<file path="src/rtl/acc_rr_pkg.sv">
package acc_rr_pkg;
  localparam int DATA_W = 16;
  localparam int CHAR_W = 8;
  localparam int IR_W   = 12;

  // register group bit positions (priority order, high wins)
  localparam int B_CLA = IR_W - 1;
  localparam int B_CLE = IR_W - 2;
  localparam int B_CMA = IR_W - 3;
  localparam int B_CME = IR_W - 4;
  localparam int B_CIR = IR_W - 5;
  localparam int B_CIL = IR_W - 6;
  localparam int B_INC = IR_W - 7;
  localparam int B_SPA = IR_W - 8;
  localparam int B_SNA = IR_W - 9;
  localparam int B_SZA = IR_W - 10;
  localparam int B_SZE = IR_W - 11;
  localparam int B_HLT = IR_W - 12;

  // I/O group uses the top six bits
  localparam int IO_N  = 6;
  localparam int B_INP = 5;
  localparam int B_OUT = 4;
  localparam int B_SKI = 3;
  localparam int B_SKO = 2;
  localparam int B_ION = 1;
  localparam int B_IOF = 0;
endpackage

</file>
<file path="src/rtl/acc_rr_prio.sv">
module acc_rr_prio #(
  parameter int W = acc_rr_pkg::IR_W
) (
  input  logic [W-1:0] field_i,
  output logic [W-1:0] sel_o
);
  logic [W:0] above;
  assign above[W] = 1'b0;

  for (genvar gi = W - 1; gi >= 0; gi--) begin : g_bit
    assign sel_o[gi] = field_i[gi] & ~above[gi+1];
    assign above[gi] = above[gi+1] | field_i[gi];
  end
endmodule

</file>
<file path="src/rtl/acc_rr_regops.sv">
module acc_rr_regops
  import acc_rr_pkg::*;
#(
  parameter int DW = DATA_W
) (
  input  logic [IR_W-1:0] sel_i,
  input  logic [DW-1:0]   ac_i,
  input  logic            e_i,
  output logic [DW-1:0]   ac_nx_o,
  output logic            e_nx_o,
  output logic            skip_o,
  output logic            halt_o
);
  always_comb begin
    ac_nx_o = ac_i;
    e_nx_o  = e_i;
    if (sel_i[B_CLA]) ac_nx_o = '0;
    if (sel_i[B_CLE]) e_nx_o  = 1'b0;
    if (sel_i[B_CMA]) ac_nx_o = ~ac_i;
    if (sel_i[B_CME]) e_nx_o  = ~e_i;
    if (sel_i[B_CIR]) begin
      ac_nx_o = {e_i, ac_i[DW-1:1]};
      e_nx_o  = ac_i[0];
    end
    if (sel_i[B_CIL]) begin
      ac_nx_o = {ac_i[DW-2:0], e_i};
      e_nx_o  = ac_i[DW-1];
    end
    if (sel_i[B_INC]) ac_nx_o = ac_i + DW'(1);
  end

  assign skip_o = (sel_i[B_SPA] & ~ac_i[DW-1])
                | (sel_i[B_SNA] &  ac_i[DW-1])
                | (sel_i[B_SZA] & (ac_i == '0))
                | (sel_i[B_SZE] & ~e_i);
  assign halt_o = sel_i[B_HLT];
endmodule

</file>
<file path="src/rtl/acc_rr_ioops.sv">
module acc_rr_ioops
  import acc_rr_pkg::*;
#(
  parameter int DW = DATA_W,
  parameter int CW = CHAR_W
) (
  input  logic [IO_N-1:0] sel_i,
  input  logic [DW-1:0]   ac_i,
  input  logic [CW-1:0]   inpr_i,
  input  logic            fgi_i,
  input  logic            fgo_i,
  output logic [DW-1:0]   ac_nx_o,
  output logic            skip_o,
  output logic            outr_load_o,
  output logic [CW-1:0]   outr_o,
  output logic            fgi_clr_o,
  output logic            fgo_clr_o,
  output logic            ien_set_o,
  output logic            ien_clr_o
);
  assign ac_nx_o     = sel_i[B_INP] ? {ac_i[DW-1:CW], inpr_i} : ac_i;
  assign fgi_clr_o   = sel_i[B_INP];
  assign outr_load_o = sel_i[B_OUT];
  assign fgo_clr_o   = sel_i[B_OUT];
  assign outr_o      = ac_i[CW-1:0];
  assign skip_o      = (sel_i[B_SKI] & fgi_i) | (sel_i[B_SKO] & fgo_i);
  assign ien_set_o   = sel_i[B_ION];
  assign ien_clr_o   = sel_i[B_IOF];
endmodule

</file>
<file path="src/rtl/acc_rr_unit.sv">
module acc_rr_unit
  import acc_rr_pkg::*;
(
  input  logic              clk_i,
  input  logic              rst_ni,
  input  logic              t3_i,
  input  logic              exec_i,
  input  logic              io_grp_i,
  input  logic [IR_W-1:0]   ir_i,
  input  logic [CHAR_W-1:0] inpr_i,
  input  logic              fgi_i,
  input  logic              fgo_i,
  input  logic              mem_ld_i,
  input  logic              mem_and_i,
  input  logic              mem_add_i,
  input  logic [DATA_W-1:0] dr_i,
  output logic [DATA_W-1:0] ac_o,
  output logic              e_o,
  output logic              skip_o,
  output logic              halt_o,
  output logic              sc_clr_o,
  output logic              outr_load_o,
  output logic [CHAR_W-1:0] outr_o,
  output logic              fgi_clr_o,
  output logic              fgo_clr_o,
  output logic              ien_set_o,
  output logic              ien_clr_o
);
  logic [DATA_W-1:0] ac_q, ac_d, rr_ac, io_ac;
  logic              e_q, e_d, rr_e;
  logic [IR_W-1:0]   sel;
  logic              go, go_rr, go_io;
  logic              rr_skip, rr_halt, io_skip;
  logic              io_oload, io_fgic, io_fgoc, io_iens, io_ienc;
  logic [DATA_W:0]   sum;

  assign go    = t3_i & exec_i;
  assign go_rr = go & ~io_grp_i;
  assign go_io = go &  io_grp_i;

  acc_rr_prio #(.W(IR_W)) u_prio (
    .field_i(ir_i),
    .sel_o  (sel)
  );

  acc_rr_regops #(.DW(DATA_W)) u_reg (
    .sel_i  (sel),
    .ac_i   (ac_q),
    .e_i    (e_q),
    .ac_nx_o(rr_ac),
    .e_nx_o (rr_e),
    .skip_o (rr_skip),
    .halt_o (rr_halt)
  );

  acc_rr_ioops #(.DW(DATA_W), .CW(CHAR_W)) u_io (
    .sel_i      (sel[IR_W-1 -: IO_N]),
    .ac_i       (ac_q),
    .inpr_i     (inpr_i),
    .fgi_i      (fgi_i),
    .fgo_i      (fgo_i),
    .ac_nx_o    (io_ac),
    .skip_o     (io_skip),
    .outr_load_o(io_oload),
    .outr_o     (outr_o),
    .fgi_clr_o  (io_fgic),
    .fgo_clr_o  (io_fgoc),
    .ien_set_o  (io_iens),
    .ien_clr_o  (io_ienc)
  );

  assign sum = {1'b0, ac_q} + {1'b0, dr_i};

  always_comb begin
    ac_d = ac_q;
    e_d  = e_q;
    if (go_rr) begin
      ac_d = rr_ac;
      e_d  = rr_e;
    end else if (go_io) begin
      ac_d = io_ac;
    end else if (mem_add_i) begin
      {e_d, ac_d} = sum;
    end else if (mem_and_i) begin
      ac_d = ac_q & dr_i;
    end else if (mem_ld_i) begin
      ac_d = dr_i;
    end
  end

  always_ff @(posedge clk_i or negedge rst_ni) begin
    if (!rst_ni) begin
      ac_q <= '0;
      e_q  <= 1'b0;
    end else begin
      ac_q <= ac_d;
      e_q  <= e_d;
    end
  end

  assign ac_o        = ac_q;
  assign e_o         = e_q;
  assign sc_clr_o    = go;
  assign skip_o      = (go_rr & rr_skip) | (go_io & io_skip);
  assign halt_o      = go_rr & rr_halt;
  assign outr_load_o = go_io & io_oload;
  assign fgi_clr_o   = go_io & io_fgic;
  assign fgo_clr_o   = go_io & io_fgoc;
  assign ien_set_o   = go_io & io_iens;
  assign ien_clr_o   = go_io & io_ienc;
endmodule

</file>
<file path="config.mk">
export PLATFORM = sky130hd
export DESIGN_NAME = acc_rr_unit
export DESIGN_NICKNAME = d
export VERILOG_FILES = /design/src/rtl/acc_rr_pkg.sv /design/src/rtl/acc_rr_prio.sv /design/src/rtl/acc_rr_regops.sv /design/src/rtl/acc_rr_ioops.sv /design/src/rtl/acc_rr_unit.sv
export SDC_FILE = /design/constraint.sdc
export NUM_CORES = 1
export LEC_CHECK = 0
export ABC_AREA = 0
export CORE_ASPECT_RATIO = 1.1
export CORE_MARGIN = 4
export CORE_UTILIZATION = 54
export DETAILED_ROUTE_END_ITERATION = 10
export PLACE_DENSITY = 0.92
export SETUP_SLACK_MARGIN = 0.5
export SLEW_MARGIN = 20
export SYNTH_ARGS = -nofsm -noshare
export SYNTH_HDL_FRONTEND = slang
export SYNTH_SLANG_ARGS = --single-unit
</file>
<file path="constraint.sdc">
create_clock -name clk_i -period 4.69 [get_ports clk_i]
set_input_delay 0.938 -clock clk_i [delete_from_list [all_inputs] [get_ports clk_i]]
set_output_delay 0.938 -clock clk_i [all_outputs]
set_load 0.005 [all_outputs]
</file>
; Word level (Yosys, flattened, before mapping)
; Index checks and enable logic that the tools add are counted.
[word_totals]
reg_bits = 17
inputBits = 46
out_inout_bits = 33
wordCells = 92
[classes]
n_reduce_logical = 7
n_addsub = 2
muxes = 18
n_bitwise = 58
n_eq_ne = 4
[ops]
columns = cell, n
row1 = 16-bit 2-to-1 mux, 10
row2 = 1-bit AND, 27
row3 = 16-bit by 16-bit adder with 17-bit output, 1
row4 = 16-bit by 1-bit adder with 16-bit output (second input constant), 1
row5 = 16-bit AND, 1
row6 = 16-bit logical NOT, 1
row7 = 16-bit inverter, 1
row8 = 1-bit bitwise OR, 15
row9 = 1-bit inverter, 14
row10 = 3-bit AND reduction, 3
row11 = 8-bit 2-to-1 mux, 1
row12 = 1-bit 2-to-1 mux, 7
row13 = 6-bit by 3-bit inequality test with 1-bit output (second input constant), 1
row14 = 5-bit by 1-bit inequality test with 1-bit output (second input constant), 1
row15 = 5-bit nonzero test, 1
row16 = 4-bit nonzero test, 1
row17 = 3-bit inequality test (second input constant), 1
row18 = 2-bit inequality test (second input constant), 1
row19 = 2-bit nonzero test, 1

; Depth between registers and ports, before layout
; Gate-level depths: netlist of the first run.
[depth]
word_depth = 15
depth_mapped = 10
mapped_depth_nobuf = 10

; Cells and area by module
; Synthesis of the first run repeated with hierarchy kept, for this count alone.
[unflattened]
cells_unflattened = 490
hier_area_um2 = 3763.6
[by_module_without_submodules]
columns = mod, seq_area_each_um2, area_each_um2, n_inst, cells_each
row1 = acc_rr_unit, 425.4, 2098.3, 1, 261
row2 = acc_rr_regops, 0.0, 1168.6, 1, 177
row3 = acc_rr_ioops, 0.0, 297.8, 1, 31
row4 = acc_rr_prio, 0.0, 198.9, 1, 21

; Worst setup path before layout of the first run
; OpenSTA, ideal clock, no wires.
[synth_path]
path_kind = input-to-output
from = in ir_i[11]
to = out ien_clr_o
arrival_ns = 2.064
path_slack_ns = 1.688
path_stages = 6
required_time_ns = 3.752
path_buffers = 3
cell_sequence = buf_6 -> nor4_4 -> and3b_1 -> buf_2 -> buf_2 -> nor2b_1
[synth_via]
elab_chain_len = 7
[synth_lines]
columns = element, line
row1 = start: declaration, acc_rr_unit.sv:9  ; input logic [IR_W-1:0] ir_i,
row2 = 1-bit bitwise OR (4 in a row), acc_rr_prio.sv:12  ; assign above[gi] = above[gi+1] | field_i[gi];
row3 = 1-bit inverter, acc_rr_prio.sv:11  ; assign sel_o[gi] = field_i[gi] & ~above[gi+1];
row4 = 1-bit AND, acc_rr_prio.sv:11
row5 = 1-bit AND, acc_rr_unit.sv:110  ; assign ien_clr_o = go_io & io_ienc;
row6 = end: declaration, acc_rr_unit.sv:27  ; output logic ien_clr_o
; No other way between the ends.

; Final worst setup path of the first run
[layout_path]
from = in ir_i[10]
to = out skip_o
[layout_via]
elab_chain_len = 15
word_cells_on_any_way = 34
classes_between = 34 x bitwise
[layout_lines]
columns = element, line
row1 = 1-bit bitwise OR (*), acc_rr_prio.sv:12
row2 = 1-bit bitwise OR (6 in a row), acc_rr_prio.sv:12
row3 = 1-bit inverter / 1-bit bitwise OR (equally long branches), "acc_rr_prio.sv:11, acc_rr_prio.sv:12"
row4 = "1-bit AND, or another cell as far along", acc_rr_prio.sv:11
row5 = "1-bit AND, or another cell as far along", acc_rr_regops.sv:33  ; | (sel_i[B_SNA] & ac_i[DW-1])
row6 = "1-bit bitwise OR, or another cell as far along", acc_rr_regops.sv:33
row7 = 1-bit bitwise OR / 1-bit AND (equally long branches), "acc_rr_regops.sv:34, acc_rr_regops.sv:35"
row8 = 1-bit bitwise OR, acc_rr_regops.sv:35  ; | (sel_i[B_SZE] & ~e_i);
row9 = 1-bit AND, acc_rr_unit.sv:104  ; assign skip_o = (go_rr & rr_skip) | (go_io & io_skip);
row10 = 1-bit bitwise OR (*), acc_rr_unit.sv:104
row11 = end: declaration, acc_rr_unit.sv:19  ; output logic skip_o,
; Mark *: on every way between the ends. The rest lies on a longest branch, timed or not.

==> summary.md, run 1 <==
| Metric | Value |
|---|---|
| Place WS | 580 ps |
| Reg2reg start | ac_o[0]$_DFFE_PN0P_ |
| WHS Path Cells | 2 |
| Crit path DAT | 3020 ps |
| Status | complete, no violations |
| Final ANT Viol Nets | 0 |
| Critical path type | input pin to output pin |
| Post-synth ARST share | 100% |
| Share of the yosys chip area belonging to registers | 14.0% |
| Area grow syn2layout | 25.5% |
| Primary FF master, synth | dfrtp_1 |
| Fraction of layout cells with a size suffix above 1 | 5.52% |
| Startpoint types | input pin |
| Clk Latency, worst-skew pair | 260 ps |
| Switching Share | 49.5% |
| Hold path startpoint | ac_o[2]$_DFFE_PN0P_ |
| CTS Root Cell | clkbuf_8 |
| Number of port buffers | 78 |
| Pin count of the biggest net entering global routing | 22 |
| Via count | roughly 3700 |
| Flop-to-flop setup slack | 1830 ps |
| Mean routed wirelength per cell | 18.8 um |
| Count of different cell masters after synthesis | 66 |
| Crit. End Element | output pin |
| Width of the die | 79.4 um |
| Vias/cell | 6.82 |
| Tmin final | 3960 ps |
| Max Clock Freq | approximately 0.25 GHz |
| Final setup fails | 0 |
| Worst Tran Pin Value | 922 ps |
| Max clock buf depth | 2 |
| Yosys top cell by area | dfrtp_1 |
| Core area | 5400 sq um |
| Synth top area share | 14.0% |
| Hold Fails Final Rpt | 0 |
| Post-synthesis net count | 485 |
| Max-slew headroom | 38.4% |
| Total CTS buffers | 3 |
| HPWL Detailed | 7720 um |
| Std-Cell Rows | 28 |
| DRT Pass-1 Iters | 5 |
| CTS tree | yes |
| P_int | 699 uW |
| Syn_area_per_cell | 7.21 sq um |
| Setup TNS | 0 ps |
| Post-CTS Resized | 0 |
| GRT Resource Usage Total | 29.8% |
| Yosys Warn Count | 0 |
| H-Tree Depth | 1 |
| Comb pwr share | 64.7% |
| Diode count | 0 |
| Tcrit/Tclk final | 84.4% |
| Top post-synthesis cells by area | dfrtp_1 (14%), ha_1 (7.4%), o21ai_0 (6.3%) |
| Synth Cell Area | 3030 sq um |
| Peak fanout along the critical path | 7 |
| Initial antenna violation count | 0 |
| Final wirelength | 10300 um |
| Sequential share of power | 26.6% |
| Net Switching | 686 uW |
| Mapped Cells | between 400 and 500 |
| R2r endpoint | ac_o[14]$_DFFE_PN0P_ |
| Post-route DRC | 0 |
| Clock group share of total power | 8.7% |
| Total grt overflow | 0 |
| Clk slew on worst S/H paths | 80 ps |
| Final Worst Setup Slack | 731 ps |
| IO Count | 79 |
| Vias in the first global route | ~3500 |
| R2R depth | 9 |
| Final Skew | 2.05 ps |
| Initial Utilization | 56.1% |
| Worst Hold Endpoint | ac_o[2]$_DFFE_PN0P_ |
| Cell Area, Placed | 3750 sq um |
| Number of synthesized register bits | 17 |
| Post-synth EDFFs | 0 |
| Die area | 6870 sq um |
| Total of max-cap violations | 0 |
| Final Cell Area | approximately 3800 sq um |
| Hold slack | ~730 ps |
| GP Congestion | approximately 0.95 |
| Worst min path class | register to register |
| Chip height | 86.6 um |
| PwrDens | between 300 and 400 nW/um^2 |
| Initial DRC count | 466 |
| Slew Viols, Final | 0 |
| CP required | 3750 ps |
| Leakage | 0.00143 uW |
| Global-route wire length before repair | 16500 um |
| Worst vdd ir | 0.000251 V |
| Most common library cells after synthesis | nand2_1 (46), o21ai_0 (38), nor2_1 (30), a21oi_1 (28), clkbuf_1 (20) |
| Total Nets Final | 537 |
| Most common cell in the netlist | nand2_1 |
| RSZ-0062 raised after global routing | no |
| Sink Count | 17 |
-- metal layers --
metal	vias up	wire, um	GRT usage, %
met5	-	0	0
met4	0	440	15.6
met3	48	1050	4.99
met2	276	4950	50.5
met1	1707	3820	36.1
li1	1692	-	-
-- kinds of logic after synthesis --
group           Yosys count  synth area share, %
flops                    17                 14.0
buf+inv                  49                 8.18
fa+ha+maj                19                 8.10
simple gates            152                 26.0
compound gates          155                 34.8
mux                      15                 5.12
xor+xnor                 13                 3.76
-- critical path, stage by stage --
cell             delay, ps
clkdlybuf4s50_1        530
nor4_4                 310
nor3b_1                310
nand2_1                100
nor2_1                 100
o21ai_0                 90
o41ai_1                 70
clkdlybuf4s50_1        560
-- placed cells by master, fill, tap and decap left out, drive strengths merged, types with 9 or more instances in the layout --
cell type	synthesis	final
a21oi	28	28
buf	20	9
clkdlybuf4s50	0	78
dfrtp	17	17
ha	18	18
inv	9	9
mux2i	11	11
nand2	47	47
nand3	15	15
nor2	30	30
nor3	12	12
o21ai	43	43
-- power groups by stage --
stage	Clock, uW	Combinational [uW]	Sequential, uW
after floorplan	0	647	268
final	120	896	369
after global placement	0	844	361
after detailed placement	0	877	364
after global routing	126	984	381
after CTS	118	884	361
-- worst max path at each step --
stage	slack, ps	startpoint	end
after floorplan	1690	ir_i[11]	ien_clr_o
after global placement	620	ir_i[10]	skip_o
after detailed placement	580	ir_i[10]	skip_o
after CTS	570	ir_i[10]	skip_o
after global routing	500	ir_i[10]	skip_o
final	730	ir_i[10]	skip_o
-- registers in the layout (all words and copies together), names as in the netlist --
signal  cells
e_o         1
ac_o       16
-- stage by stage --
| stage | utilization [%] | instances | total power (uW) |
|---|---|---|---|
| after global routing | 70.5 | 546 | 1490 |
| after CTS | 70.3 | 545 | 1360 |
| after floorplan | - | 420 | 915 |
| after detailed placement | 69.5 | 541 | 1240 |
| final | 70.5 | 546 | 1380 |
| after global placement | 69.5 | 541 | 1210 |
-- timing repair --
item / in CTS / in global routing
buffers inserted: 0 / 1
hold buffers: 0 / 0
setup endpoints to repair: 0 / 2
-- layout make-up --
| class | count | area (sq um) |
|---|---|---|
| timing repair buffer | 87 | 848 |
| inverter | 9 | 33.8 |
| multi-input combinational | 354 | 2360 |
| sequential | 17 | 425 |
| tap | 75 | 93.8 |
| clock buffer | 4 | 45.0 |
| fill | 470 | 1590 |
Power figures use the tool's default switching activity.
==> run 2, diff against run 1 <==
- CORE_UTILIZATION: 54 -> 51
- PLACE_DENSITY: 0.92 -> 0.88
- clock period: 4.69 -> 3.9 ns (I/O delays scaled with it)
==> summary.md, run 2 (synthesis gave the netlist of run 1 again) <==
| Metric | Value |
|---|---|
| Total of max-cap violations | 0 |
| Setup TNS | 0 ps |
| Std-Cell Rows | 29 |
| Initial antenna violation count | 0 |
| Dpl cells | 546 |
| Reg2reg start | ac_o[4]$_DFFE_PN0P_ |
| Worst vdd ir | ~0.00027 V |
| Crit path DAT | 2550 ps |
| Initial Utilization | a little over half |
| CP required | 3120 ps |
| Diode count | 0 |
| Pin count of the biggest net entering global routing | 21 |
| WHS Path Cells | 1 |
| Worst min path class | register to register |
| IO Count | 79 |
| Critical path type | input pin to output pin |
| Metal-1 WL | between 4000 and 5000 um |
| HPWL Detailed | slightly below 8000 um |
| Total CTS buffers | 3 |
| Max Clock Freq | 0.300 GHz |
| Commonest non-fill, non-tap cell in the layout | clkdlybuf4s50_1 |
| Final wirelength | 10500 um |
| Crit. End Element | output pin |
| Non-Filler Instances | roughly 550 |
| Global-route wire length before repair | between 15000 and 20000 um |
| DR top layer | met4 |
| Startpoint types | input pin |
| Leakage | 0.00148 uW |
| Hold path startpoint | ac_o[6]$_DFFE_PN0P_ |
| Commonest cells after routing, fill and taps aside | clkdlybuf4s50_1 (73), nand2_1 (45), o21ai_0 (37), nor2_1 (29), a21oi_1 (28) |
| Cell Area, Placed | around 3800 sq um |
| Mean routed wirelength per cell | between 15 and 20 um |
| Peak fanout along the critical path | 10 |
| Max-slew headroom | 37.8% |
| Slew Viols, Final | 0 |
| Worst Hold Endpoint | ac_o[6]$_DFFE_PN0P_ |
| Met2 routed WL | 5050 um |
| CTS tree | yes |
| GP Congestion | ~0.94 |
| Status | complete, no violations |
| Tcrit/Tclk final | 85.4% |
| Via count | 3689 |
| RSZ-0062 raised after global routing | no |
| Final Skew | 7.15 ps |
| Fraction of layout cells with a size suffix above 1 | 7.37% |
| DRT Pass-1 Iters | 5 |
| Final Cell Area | 3860 sq um |
| Sink Count | 17 |
| Final ANT Viol Nets | 0 |
| R2R depth | 8 |
| Core area | approximately 5800 sq um |
| Clk slew on worst S/H paths | about 80 ps |
| Width of the die | 81.5 um |
| Post-route DRC | 0 |
| Vias in the first global route | 3432 |
| Flop-to-flop setup slack | 1090 ps |
| Initial DRC count | 450 |
| R2r endpoint | ac_o[15]$_DFFE_PN0P_ |
| Max reg flops | 16 |
| H-Tree Depth | 1 |
| Hold slack | 746 ps |
| Chip height | just under 90 um |
| Hold Fails Final Rpt | 0 |
| Clk Latency, worst-skew pair | 260 ps |
| Tmin final | 3330 ps |
| Number of port buffers | 78 |
| PwrDens | 432 nW/um^2 |
| Worst Tran Pin Value | 931 ps |
| WL met3 | 1020 um |
| Final setup fails | 0 |
| CTS Root Cell | clkbuf_8 |
| Total grt overflow | 0 |
| Total Nets Final | 541 |
| Max clock buf depth | 2 |
| GRT Resource Usage Total | 28.6% |
| Die area | 7240 sq um |
| Area grow syn2layout | 27.5% |
| Vias/cell | between 6 and 7 |
==> run 2: changes by cell type in the layout (fill, tap and decap cells not counted), sizes merged <==
cell           change
buf                +4
clkdlybuf4s50      -5
dlygate4sd2        +3
dlymetal6s2s       +2
==> run 2: report_power, final <==
| group | switching, uW | internal (uW) | leakage [uW] | total [uW] |
|---|---|---|---|---|
| logic | 545 | 532 | 0.00126 | 1080 |
| clock network | 71.1 | 72.8 | 0.0000228 | 144 |
| registers | 210 | 238 | 0.000206 | 447 |
==> run 2: through the flow <==
stage / worst slack, ps / power (uW) / utilization [%]
floorplan: 1210 / 1100 / -
global placement: 236 / 1460 / 65.4
detailed placement: 219 / 1490 / 65.4
CTS: 511 / 1650 / 66.6
global route: 492 / 1790 / 66.9
finish: 571 / 1670 / 66.9
==> run 2: repair_timing <==
| action | CTS | global route |
|---|---|---|
| buffers inserted | 1 | 1 |
| resized for setup | 8 | 5 |
| endpoints found under the setup margin | 6 | 4 |
| hold buffers | 0 | 0 |
==> run 2: area by class of cell <==
| type | count | area (sq um) |
|---|---|---|
| inverters | 9 | 36.3 |
| repair buffers | 91 | 880 |
| multi-input cells | 354 | 2380 |
| flip-flops and latches | 17 | 425 |
| well taps | 77 | 96.3 |
| fillers | 473 | 1910 |
| clock buffers | 4 | 45.0 |
==> run 2: worst max path at each step <==
stage | slack (ps) | to | start
6_report | 570 | ien_clr_o | t3_i
5_1_grt | 490 | ien_clr_o | t3_i
4_1_cts | 510 | halt_o | ir_i[8]
3_5_place_dp | 220 | skip_o | ir_i[10]
3_3_place_gp | 240 | skip_o | ir_i[10]
2_1_floorplan | 1210 | ien_clr_o | ir_i[11]
==> run 2: critical path: stages <==
cell and delay (ps):
clkdlybuf4s50_1 500, nand2_2 150, inv_4 130, nand2_1 100, buf_4 220, nor2b_1 130
clkdlybuf4s50_1 530
==> run 2: metal layers <==
layer	vias up	global-route usage, %
met4	0	12.9
met5	-	0
met2	244	48.3
li1	1699	-
met1	1705	35.9
met3	41	4.18
==> run 3, diff against run 2 <==
- CORE_UTILIZATION: 51 -> 53
- PLACE_DENSITY: 0.88 -> 0.87
- SYNTH_HIERARCHICAL: unset -> 1
==> summary.md, run 3 <==
| Metric | Value |
|---|---|
| Commonest non-fill, non-tap cell in the layout | clkdlybuf4s50_1 |
| Max-slew headroom | between 40% and 50% |
| Core area | 6750 sq um |
| CP required | around 3100 ps |
| Top post-synthesis cells by area | dfrtp_1 (11%), ha_1 (6.0%), buf_4 (5.4%) |
| Commonest cells after routing, fill and taps aside | clkdlybuf4s50_1 (65), a21oi_1 (40), nand2_1 (29), buf_4 (27), nor2_1 (25) |
| Initial DRC count | about 310 |
| Hold-fix buffers at CTS | 0 |
| Total Nets Final | 602 |
| Status | complete, no violations |
| Overall Power | 1860 uW |
| Std-Cell Rows | 31 |
| Final Skew | 1.71 ps |
| Final wirelength | 11800 um |
| Synth top area share | 11.3% |
| Max reg flops | 16 |
| Buf/Inv on CP | 2 |
| Reg2reg start | ac_o[0]$_DFFE_PN0P_ |
| Met2 Use GR | between 40 and 50% |
| RSZ-0062 raised after global routing | yes |
| IO Count | 79 |
| Fraction of layout cells with a size suffix above 1 | 15.1% |
| Busiest grt layer | met2 |
| GP Congestion | 0.945 |
| Count of different cell masters after synthesis | 73 |
| Hold Fails Final Rpt | 0 |
| Via count | 4193 |
| Total of max-cap violations | 0 |
| Primary FF master, synth | dfrtp_1 |
| Width of the die | a little under 90 um |
| Area grow syn2layout | 21.7% |
| Most common cell in the netlist | a21oi_1 |
| Worst vdd ir | 0.000241 V |
| Diode count | 0 |
| Crit path max-delay family | simple AND/OR/NAND/NOR gates |
| Worst path slowest cell | or4_4 |
| Worst Tran Pin Value | 794 ps |
| Vias/cell | 6.78 |
| Share of the yosys chip area belonging to registers | 11.3% |
| Footprint of the multi-input gates | slightly below 3000 sq um |
| PwrDens | 405 nW/um^2 |
| Pin count of the biggest net entering global routing | 28 |
| Mapped Cells | 490 |
| Filler instances | approximately 570 |
| GRT Resource Usage Total | between 20% and 30% |
| Crit. End Element | output pin |
| H-Tree Depth | 1 |
| Critical path depth | 9 |
| R2R depth | 8 |
| HPWL Detailed | 8950 um |
| Final ANT Viol Nets | 0 |
| Non-Filler Instances | ~620 |
| Total grt overflow | 0 |
| Leakage | 0.00190 uW |
| Syn_area_per_cell | 7.68 sq um |
| Post-synth ARST share | 100% |
| Max Clock Freq | a little over 0.3 GHz |
| Synth Cell Area | 3760 sq um |
| Post-synthesis net count | between 500 and 600 |
| R2r endpoint | ac_o[8]$_DFFE_PN0P_ |
| Critical path type | input pin to output pin |
| Crit path largest cell delay | ~560 ps |
| Initial antenna violation count | 0 |
| Peak fanout along the critical path | 2 |
| Tcrit/Tclk final | approximately 85% |
| Tmin final | 3310 ps |
| Global-route wire length before repair | approximately 19000 um |
| Vias in the first global route | 3970 |
| Flop-to-flop setup slack | 1230 ps |
| Met1 track utilization from global routing | 35.0% |
| DRT Pass-1 Iters | 5 |
| Yosys Warn Count | 6 |
| Max clock buf depth | 2 |
| Slew Viols, Final | 0 |
| CP Capture Point | skip_o |
| Dpl cells | 612 |
| Initial Utilization | 55.8% |
| Sink Count | 17 |
| Most common library cells after synthesis | a21oi_1 (40), nand2_1 (29), buf_4 (27), o21ai_0 (26), nor2_1 (25) |
| Number of port buffers | 78 |
| Yosys top cell by area | dfrtp_1 |
| Crit path DAT | 2530 ps |
| Clk slew on worst S/H paths | 70 ps |
| Hold slack | between 500 and 600 ps |
| Ordered list of cells on the worst path | buf_6, or4_4, nor4_4, nor4b_4, a41oi_2, o21ai_1, mux2i_1, nor2_1, buf_2 |
| Post-synth EDFFs | 0 |
| Die area | 8510 sq um |
| GR Layer Usage met3 | about 1.4% |
| Startpoint types | input pin |
| Post-route DRC | 0 |
| Total CTS buffers | 3 |
| Number of synthesized register bits | 17 |
| CTS Root Cell | clkbuf_8 |
| Clk Latency, worst-skew pair | 250 ps |
| Mean routed wirelength per cell | ~19 um |
| Final setup fails | 0 |
| CTS tree | yes |
| Register area | 425 sq um |
| Worst setup startpoint | ir_i[10] |
| Worst min path class | register to register |
| Chip height | 96.4 um |
run 3: worst min-delay path, cell delays in order, from the launching register on:
cell	delay [ps]
dfrtp_1	400
nand2_1	70
o21ai_0	70
run 3: kinds of logic after synthesis:
group / after synthesis / share of synthesized area, %
AO/OA/AOI/OAI: 173 / 31.7
XOR/XNOR: 18 / 4.19
adder cells (fa/ha/maj): 19 / 6.52
buffers and inverters: 87 / 12.3
flip-flops: 17 / 11.3
multiplexers: 34 / 10.4
AND/OR/NAND/NOR: 142 / 23.6
run 3: power breakdown:
group          internal, uW  switching [uW]  leakage, uW
Sequential              234             187     0.000205
Combinational           647             654      0.00167
Clock                  71.0            62.8    0.0000255
run 3: through the flow:
stage | cell area [sq um] | util, % | worst slack, ps | TNS, ps
5_1_grt | 4580 | 67.9 | 491 | 0
4_1_cts | 4550 | 67.5 | 334 | 0
2_1_floorplan | 3760 | - | 686 | 0
3_5_place_dp | 4470 | 66.3 | -197 | -197
6_report | 4580 | 67.9 | 586 | 0
3_3_place_gp | 4470 | 66.3 | -121 | -121
run 3: area by class of cell:
cell class | count | share of cell area, %
well taps | 82 | 2.24
inverters | 22 | 1.80
clock buffers | 3 | 0.901
multi-input cells | 386 | 63.8
flip-flops and latches | 17 | 9.28
repair buffers | 107 | 21.8
clock inverters | 1 | 0.109
run 3: repair_timing:
action,4_1_cts,5_1_grt
gates resized for setup,18,15
endpoints found under the setup margin,5,14
setup buffers,2,0
pin swaps,7,6
run 3: worst min path at each step:
| stage | end | slack (ps) | cells after the start | from |
|---|---|---|---|---|
| 6_report | ac_o[0]$_DFFE_PN0P_ | 570 | 2 | ac_o[0]$_DFFE_PN0P_ |
| 2_1_floorplan | ac_o[0]$_DFFE_PN0P_ | 480 | 0 | rst_ni |
| 3_5_place_dp | ac_o[0]$_DFFE_PN0P_ | 560 | 2 | ac_o[0]$_DFFE_PN0P_ |
| 5_1_grt | ac_o[0]$_DFFE_PN0P_ | 650 | 2 | ac_o[0]$_DFFE_PN0P_ |
| 4_1_cts | ac_o[0]$_DFFE_PN0P_ | 570 | 2 | ac_o[0]$_DFFE_PN0P_ |
| 3_3_place_gp | ac_o[0]$_DFFE_PN0P_ | 530 | 2 | ac_o[0]$_DFFE_PN0P_ |
run 3: layer usage:
layer	wire [um]	vias to the layer above	part of all wire [%]
li1	-	1933	-
met1	4730	2020	40
met2	5990	211	51
met3	816	29	6.9
met4	273	0	2.3
met5	0	-	0
